## src/rtl/rb_pkg.sv

```systemverilog
package rb_pkg;

   localparam int ARCH_REGS  = 16;
   localparam int IDX_W      = $clog2(ARCH_REGS);
   localparam int MODE_W     = 5;
   localparam int FLAG_W     = 4;
   localparam int CTRL_W     = 8;
   localparam int FIQ_LO     = 8;
   localparam int FIQ_HI     = 14;
   localparam int SP_IDX     = 13;
   localparam int LR_IDX     = 14;
   localparam int SMALL_BANKS = 4;
   localparam int EXC_MODES  = 5;
   localparam int FIQ_BASE   = ARCH_REGS;
   localparam int SMALL_BASE = FIQ_BASE + (FIQ_HI - FIQ_LO + 1);
   localparam int NUM_PHYS   = SMALL_BASE + 2 * SMALL_BANKS;
   localparam int PHYS_W     = $clog2(NUM_PHYS);
   localparam int SLOT_W     = $clog2(EXC_MODES);

   localparam logic [MODE_W-1:0] ENC_USR = 5'b10000;
   localparam logic [MODE_W-1:0] ENC_FIQ = 5'b10001;
   localparam logic [MODE_W-1:0] ENC_IRQ = 5'b10010;
   localparam logic [MODE_W-1:0] ENC_SVC = 5'b10011;
   localparam logic [MODE_W-1:0] ENC_ABT = 5'b10111;
   localparam logic [MODE_W-1:0] ENC_UND = 5'b11011;
   localparam logic [MODE_W-1:0] ENC_SYS = 5'b11111;

   typedef enum logic [2:0] {
      MD_USR, MD_FIQ, MD_IRQ, MD_SVC, MD_ABT, MD_UND, MD_SYS
   } mode_e;

   function automatic mode_e decode_mode(logic [MODE_W-1:0] enc);
      mode_e m;
      case (enc)
         ENC_FIQ: m = MD_FIQ;
         ENC_IRQ: m = MD_IRQ;
         ENC_SVC: m = MD_SVC;
         ENC_ABT: m = MD_ABT;
         ENC_UND: m = MD_UND;
         ENC_SYS: m = MD_SYS;
         default: m = MD_USR;
      endcase
      return m;
   endfunction

   function automatic logic is_priv(mode_e m);
      return m != MD_USR;
   endfunction

   function automatic logic has_saved(mode_e m);
      return (m != MD_USR) && (m != MD_SYS);
   endfunction

   function automatic logic [SLOT_W-1:0] saved_slot(mode_e m);
      logic [SLOT_W-1:0] s;
      case (m)
         MD_FIQ:  s = SLOT_W'(0);
         MD_IRQ:  s = SLOT_W'(1);
         MD_SVC:  s = SLOT_W'(2);
         MD_ABT:  s = SLOT_W'(3);
         MD_UND:  s = SLOT_W'(4);
         default: s = SLOT_W'(0);
      endcase
      return s;
   endfunction

   function automatic logic small_bank(mode_e m);
      return (m == MD_IRQ) || (m == MD_SVC) || (m == MD_ABT) || (m == MD_UND);
   endfunction

   function automatic int unsigned small_slot(mode_e m);
      int unsigned s;
      case (m)
         MD_SVC:  s = 1;
         MD_ABT:  s = 2;
         MD_UND:  s = 3;
         default: s = 0;
      endcase
      return s;
   endfunction

   function automatic logic [PHYS_W-1:0] phys_index(logic [IDX_W-1:0] idx, mode_e m);
      logic [PHYS_W-1:0] r;
      r = PHYS_W'(idx);
      if (m == MD_FIQ && idx >= IDX_W'(FIQ_LO) && idx <= IDX_W'(FIQ_HI))
         r = PHYS_W'(FIQ_BASE) + PHYS_W'(idx - IDX_W'(FIQ_LO));
      else if (small_bank(m) && (idx == IDX_W'(SP_IDX) || idx == IDX_W'(LR_IDX)))
         r = PHYS_W'(SMALL_BASE) + PHYS_W'(2 * small_slot(m))
             + PHYS_W'(idx == IDX_W'(LR_IDX));
      return r;
   endfunction

endpackage

```

## src/rtl/rb_mode_map.sv

```systemverilog
module rb_mode_map
   import rb_pkg::*;
#(
   parameter int NUM_RD = 2
) (
   input  logic [MODE_W-1:0] mode_bits,
   input  logic [IDX_W-1:0]  rd_idx  [NUM_RD],
   input  logic [IDX_W-1:0]  wr_idx,
   output mode_e             mode,
   output logic [PHYS_W-1:0] rd_phys [NUM_RD],
   output logic [PHYS_W-1:0] wr_phys,
   output logic              priv,
   output logic              saved_ok,
   output logic [SLOT_W-1:0] slot
);

   assign mode     = decode_mode(mode_bits);
   assign priv     = is_priv(mode);
   assign saved_ok = has_saved(mode);
   assign slot     = saved_slot(mode);
   assign wr_phys  = phys_index(wr_idx, mode);

   for (genvar p = 0; p < NUM_RD; p++) begin : g_rd
      assign rd_phys[p] = phys_index(rd_idx[p], mode);
   end

endmodule

```

## src/rtl/rb_gpr_array.sv

```systemverilog
module rb_gpr_array #(
   parameter int DATA_W         = 32,
   parameter int NUM_WORDS      = 31,
   parameter int ADDR_W         = 5,
   parameter int NUM_RD         = 2,
   parameter bit CLEAR_ON_RESET = 1'b1
) (
   input  logic              clk,
   input  logic              rst_n,
   input  logic              wr_en,
   input  logic [ADDR_W-1:0] wr_addr,
   input  logic [DATA_W-1:0] wr_data,
   input  logic [ADDR_W-1:0] rd_addr [NUM_RD],
   output logic [DATA_W-1:0] rd_data [NUM_RD]
);

   logic [DATA_W-1:0] words [NUM_WORDS];

   for (genvar w = 0; w < NUM_WORDS; w++) begin : g_word
      logic hit;
      assign hit = wr_en && (wr_addr == ADDR_W'(w));
      if (CLEAR_ON_RESET) begin : g_clr
         always_ff @(posedge clk or negedge rst_n) begin
            if (!rst_n)   words[w] <= '0;
            else if (hit) words[w] <= wr_data;
         end
      end else begin : g_noclr
         always_ff @(posedge clk) begin
            if (hit) words[w] <= wr_data;
         end
      end
   end

   for (genvar p = 0; p < NUM_RD; p++) begin : g_port
      assign rd_data[p] = words[rd_addr[p]];
   end

endmodule

```

## src/rtl/rb_status.sv

```systemverilog
module rb_status
   import rb_pkg::*;
#(
   parameter int DATA_W = 32
) (
   input  logic              clk,
   input  logic              rst_n,
   input  logic              priv,
   input  logic              saved_ok,
   input  logic [SLOT_W-1:0] slot,
   input  logic              st_wr_en,
   input  logic [DATA_W-1:0] st_wr_data,
   input  logic              sv_wr_en,
   input  logic [DATA_W-1:0] sv_wr_data,
   output logic [DATA_W-1:0] st_q,
   output logic [DATA_W-1:0] sv_rd
);

   localparam logic [DATA_W-1:0] FLAG_MASK =
      {{FLAG_W{1'b1}}, {(DATA_W-FLAG_W){1'b0}}};
   localparam logic [DATA_W-1:0] STATUS_RST =
      {{(DATA_W-MODE_W){1'b0}}, ENC_SVC};

   logic [DATA_W-1:0] wmask;
   logic [DATA_W-1:0] sv_q [EXC_MODES];

   assign wmask = priv ? '1 : FLAG_MASK;

   always_ff @(posedge clk or negedge rst_n) begin
      if (!rst_n)        st_q <= STATUS_RST;
      else if (st_wr_en) st_q <= (st_q & ~wmask) | (st_wr_data & wmask);
   end

   for (genvar k = 0; k < EXC_MODES; k++) begin : g_saved
      always_ff @(posedge clk or negedge rst_n) begin
         if (!rst_n)
            sv_q[k] <= '0;
         else if (sv_wr_en && saved_ok && slot == SLOT_W'(k))
            sv_q[k] <= sv_wr_data;
      end
   end

   assign sv_rd = saved_ok ? sv_q[slot] : '0;

endmodule

```

## src/rtl/banked_regfile.sv

```systemverilog
module banked_regfile
   import rb_pkg::*;
#(
   parameter int DATA_W             = 32,
   parameter bit CLEAR_GPR_ON_RESET = 1'b1
) (
   input  logic              clk,
   input  logic              rst_n,
   input  logic [3:0]        rd_a_idx,
   output logic [DATA_W-1:0] rd_a_data,
   input  logic [3:0]        rd_b_idx,
   output logic [DATA_W-1:0] rd_b_data,
   input  logic              wr_en,
   input  logic [3:0]        wr_idx,
   input  logic [DATA_W-1:0] wr_data,
   input  logic              st_wr_en,
   input  logic [DATA_W-1:0] st_wr_data,
   output logic [DATA_W-1:0] st_rd_data,
   input  logic              sv_wr_en,
   input  logic [DATA_W-1:0] sv_wr_data,
   output logic [DATA_W-1:0] sv_rd_data
);

   localparam int NUM_RD = 2;

   if (DATA_W < FLAG_W + CTRL_W) begin : g_bad_width
      $error("DATA_W too small for flag and control fields");
   end
   if (IDX_W != 4) begin : g_bad_idx
      $error("architectural index width must be 4");
   end

   logic [DATA_W-1:0] st_q;
   mode_e             mode;
   logic              priv, saved_ok;
   logic [SLOT_W-1:0] slot;
   logic [PHYS_W-1:0] wr_phys;
   logic [IDX_W-1:0]  rd_idx  [NUM_RD];
   logic [PHYS_W-1:0] rd_phys [NUM_RD];
   logic [DATA_W-1:0] rd_dat  [NUM_RD];

   assign rd_idx[0] = rd_a_idx;
   assign rd_idx[1] = rd_b_idx;

   rb_mode_map #(.NUM_RD(NUM_RD)) u_map (
      .mode_bits (st_q[MODE_W-1:0]),
      .rd_idx    (rd_idx),
      .wr_idx    (wr_idx),
      .mode      (mode),
      .rd_phys   (rd_phys),
      .wr_phys   (wr_phys),
      .priv      (priv),
      .saved_ok  (saved_ok),
      .slot      (slot)
   );

   rb_gpr_array #(
      .DATA_W         (DATA_W),
      .NUM_WORDS      (NUM_PHYS),
      .ADDR_W         (PHYS_W),
      .NUM_RD         (NUM_RD),
      .CLEAR_ON_RESET (CLEAR_GPR_ON_RESET)
   ) u_gpr (
      .clk     (clk),
      .rst_n   (rst_n),
      .wr_en   (wr_en),
      .wr_addr (wr_phys),
      .wr_data (wr_data),
      .rd_addr (rd_phys),
      .rd_data (rd_dat)
   );

   rb_status #(.DATA_W(DATA_W)) u_status (
      .clk        (clk),
      .rst_n      (rst_n),
      .priv       (priv),
      .saved_ok   (saved_ok),
      .slot       (slot),
      .st_wr_en   (st_wr_en),
      .st_wr_data (st_wr_data),
      .sv_wr_en   (sv_wr_en),
      .sv_wr_data (sv_wr_data),
      .st_q       (st_q),
      .sv_rd      (sv_rd_data)
   );

   assign rd_a_data  = rd_dat[0];
   assign rd_b_data  = rd_dat[1];
   assign st_rd_data = st_q;

endmodule

```

## config.mk

```make
export PLATFORM = sky130hd
export DESIGN_NAME = banked_regfile
export DESIGN_NICKNAME = d
export VERILOG_FILES = /design/src/rtl/rb_pkg.sv /design/src/rtl/rb_mode_map.sv /design/src/rtl/rb_gpr_array.sv /design/src/rtl/rb_status.sv /design/src/rtl/banked_regfile.sv
export SDC_FILE = /design/constraint.sdc
export NUM_CORES = 2
export LEC_CHECK = 0
export ABC_CLOCK_PERIOD_IN_PS = 10400
export BUFFER_PORTS_ARGS = -buffer_cell sky130_fd_sc_hd__buf_4
export CELL_PAD_IN_SITES_DETAIL_PLACEMENT = 0
export CELL_PAD_IN_SITES_GLOBAL_PLACEMENT = 2
export CORE_MARGIN = 2
export CORE_UTILIZATION = 35
export DETAILED_ROUTE_END_ITERATION = 8
export PLACE_DENSITY = 0.67
export SYNTH_ARGS = -nofsm -noshare
export SYNTH_HDL_FRONTEND = slang
export SYNTH_HIERARCHICAL = 1
export SYNTH_SLANG_ARGS = --single-unit
export TNS_END_PERCENT = 30
```

## constraint.sdc

```tcl
create_clock -name clk -period 10.4 [get_ports clk]
set_input_delay 2.08 -clock clk [delete_from_list [all_inputs] [get_ports clk]]
set_output_delay 2.08 -clock clk [all_outputs]
set_load 0.02 [all_outputs]
```

# After elaboration in Yosys (flattened, before gate mapping)
# Index checks and enable logic that the tools add are counted.
[totals]
word_cells = 199
input_bits = 113
register_bits = 1184
output_inout_bits = 128
[classes]
muxes = 26
eq_ne = 52
reduce_logical = 56
magnitude_cmp = 9
n_bitwise = 7
add_sub_neg = 12
[ops]
columns = ["operator", "n"]
rows = [
  ["$bmux 32 s5", 2],
  ["$mux 32", 7],
  ["$eq 5x5->1 const B", 21],
  ["$bmux 32 s3", 1],
  ["$and 32x32->32", 2],
  ["$logic_and 1x1->1", 47],
  ["$eq 5x4->1 const B", 8],
  ["$not 32->32", 1],
  ["$or 32x32->32", 1],
  ["$add 5x5->5 const A", 6],
  ["$mux 5", 6],
  ["$mux 28", 1],
  ["$eq 4x4->1 const B", 6],
  ["$mux 4", 6],
  ["$eq 5x3->1 const B", 4],
  ["$pmux 3 s6", 1],
  ["$ge 4x4->1 const B", 4],
  ["$add 5x1->5", 3],
  ["$sub 4x4->5 const B", 3],
  ["$eq 3x2->1 const B", 4],
  ["$ge 6x6->1 const B", 2],
  ["$le 4x4->1 const B", 3],
  ["$not 5->6", 2],
  ["$pmux 3 s4", 1],
  ["11 further kinds", 20],
]

# Depth between registers and ports, before layout
[logic_depth]
word_depth = 17
mapped_depth = 14
depth_no_buf = 10

# Modules after synthesis
# The synthesis kept the hierarchy.
[by_module_without_submodules]
columns = ["module", "seq_area_each_um2", "area_each_um2", "n_inst", "cells_each"]
rows = [
  ["rb_gpr_array", 24823.8, 53754.1, 1, 3799],
  ["rb_status", 4808.4, 8445.6, 1, 563],
  ["rb_mode_map", 0.0, 629.4, 1, 95],
]

# Worst setup path before layout
# Ideal clock, no wire load.
[synth_timing]
kind = "input port to output port"
start = "input rd_a_idx[0]"
end = "output rd_a_data[24]"
required_time_ns = 8.320
arrival_ns = 4.666
slack_ns = 3.654
cell_stages = 11
path_cell_list = "nand4b_1 > ha_1 > o41ai_1 > buf_4 > buf_4 > buf_4 > buf_4 > a211oi_1 > o31ai_1 > a21oi_1 > nor4_1"
[synth_rtl]
columns = ["element", "line", "text"]
rows = [
  ["from (decl)", "banked_regfile.sv:9", "input logic [3:0] rd_a_idx,"],
  ["to (decl)", "banked_regfile.sv:10", "output logic [DATA_W-1:0] rd_a_data,"],
]

==> out/metrics.csv <==
stage,metric,value,unit
run_status,status,completed,
finish,final net count,4600,
route,routed wire length,206000,µm
finish,most frequent cells in the layout,"mux2_2 (1216), dfrtp_1 (1181), buf_4 (323)",
yosys,Synth Cell Area,0.0628,mm²
finish,cell area after layout,0.0715,mm²
route,drc violations,0,
sta,Layout Skew,17.3,ps
place,Placer Congestion,0.774,
floorplanning,I/O Pins,241,
grt,first-pass GRT wire length,304000,µm
sta,fmax,119,MHz
place,dpl cells,6692,
place,input/output buffers,240,
critical_path,Critical Path Start Type,primary input,
finish,Layout fillers,16600,
floorplanning,die footprint,0.183,mm²
critical_path,Arrival @ worst endpoint,6360,ps
cts,CTS root buf,clkbuf_16,
power_and_ir_drop,VDD IR max,118,µV
critical_path,Crit Path Max Fanout,56,
sta,Worst-Margin Slew,1220,ps
yosys,Synth Instances,4453,
yosys,Synth Area per Inst,14.1,µm²
sta,Final min period,8440,ps
power_and_ir_drop,P_leak,31.8,nW
grt,vias in the first global route,42700,
sta,"Slew Viols, Final",0,
cts,latest clock arrival within the worst-skew pair,790,ps
critical_path,Crit. End Element,primary output,
critical_path,worst path required time,8320,ps
critical_path,R2R setup slack,5820,ps
power_and_ir_drop,Tot Pwr,12.6,mW
critical_path,critical path class,in2out,
cts,# resized after CTS,0,
route,Pre-antenna DRT Iters,5,
route,routed via count,40400,
grt,pin count of the biggest net entering global routing,157,
cts,CTS clock-pin slew for the worst setup and hold paths,60,ps
cts,Sink Count,1184,
cts,Post-CTS Setup Repair Bufs,0,
cts,H-tree levels,4,
yosys,synth warn,6,
cts,hold-fix buffers at CTS,0,
hold_path,HP Class,reg2reg,
route,remaining antenna violation count after routing,0,
floorplanning,area of the core,0.178,mm²
grt,Overflow after GRT,0,
finish,"most common cell after layout, fill and taps aside",mux2_2,
cts,Clock Path Buffers,3,
place,DPL Wire Length,115000,µm
job,Max Cap Violations,0,
floorplanning,chip height,428,µm
floorplanning,chip width,428,µm
floorplanning,# rows,155,
finish,Area Growth Syn to Fin,13.8,%
grt,Tot GR Track Use,22.6,%
cts,CTS Buf Count,145,
route,initial DRC count,2864,
cts,CTS tree,built,
finish,post-route insts no fill,6949,
floorplanning,Initial Util,35.2,%
sta,RSZ-0062 raised after global routing,no,
sta,count of final hold-check violations,0,
place,Post-Place Cell Area,0.0666,mm²
finish,fraction of layout cells with a size suffix above 1,48.8,%
sta,crit share post-route,81.1,%
sta,TNS Setup,0,ps
route,DR vias/cell,5.81,
grt,initial antenna violation count,5,
route,DR WL/cell,29.6,µm
sta,final setup violating endpoints,0,
power_and_ir_drop,power density cells,176,mW/mm²
yosys,syn_nets,4569,
sta,max_slew headroom,18.3,%
## worst paths after layout
kind                       cells after the start           endpoint              start
setup / recovery                              11      rd_a_data[31]        rd_a_idx[0]
hold / removal                                 1  u_status/sv_q[57]  u_status/sv_q[57]
setup reg to reg                               7   u_gpr/words[167]           register
hold reg to reg                                1  u_status/sv_q[57]  u_status/sv_q[57]
max in group asynchronous                      3   u_gpr/words[562]              rst_n
min in group asynchronous                      1   u_gpr/words[829]              rst_n
## per-layer routing
layer | routed length (µm) | up-vias | GRT usage [%]
li1 | - | 17100 | -
met3 | 8550 | 288 | 3.21
met5 | 12 | - | 0
met2 | 101000 | 948 | 37.8
met1 | 90800 | 22100 | 30.4
met4 | 5470 | 2 | 6.35
## worst max-delay path: stages
cell      delay (ps)
buf_8            480
o21ai_0          150
nor3_1           400
o211a_4          660
nor2_4           320
buf_4            500
a21o_1           300
o31ai_1          500
a21o_1           200
o2111a_1         410
buf_4            210
## registers in the layout (all words and copies together) (netlist names), named ones only
register and flops:
u_gpr/words 992, u_status/sv_q 160, u_status/st_q 4
## power by group
part	total [mW]	internal [mW]	switching, mW
Clock	5.14	3.05	2.09
Combinational	1.96	1.05	0.909
Sequential	5.47	5.10	0.362
Total	12.6	9.20	3.36
## stage by stage
stage / hold slack (ps) / setup slack, ps / utilization, %
after detailed placement: 473 / 1750 / 37.4
after floorplan: 452 / 3650 / -
after global routing: 498 / 1710 / 40.1
after global placement: 464 / 1890 / 37.4
final: 483 / 1960 / 40.1
after CTS: 487 / 1790 / 40.1
## area by class of cell
cell class,instances,area [µm²],share of cell area (%)
Tap cell,2355,2950,4.12
Multi-Input combinational cell,2806,31300,43.9
Sequential cell,1184,29600,41.5
Clock buffer,215,4400,6.15
Clock inverter,41,437,0.611
Timing Repair Buffer,336,2680,3.74
Inverter,11,41.3,0.0578
Antenna cell,1,2.50,0.00350
(Power assumes the default switching activity.)
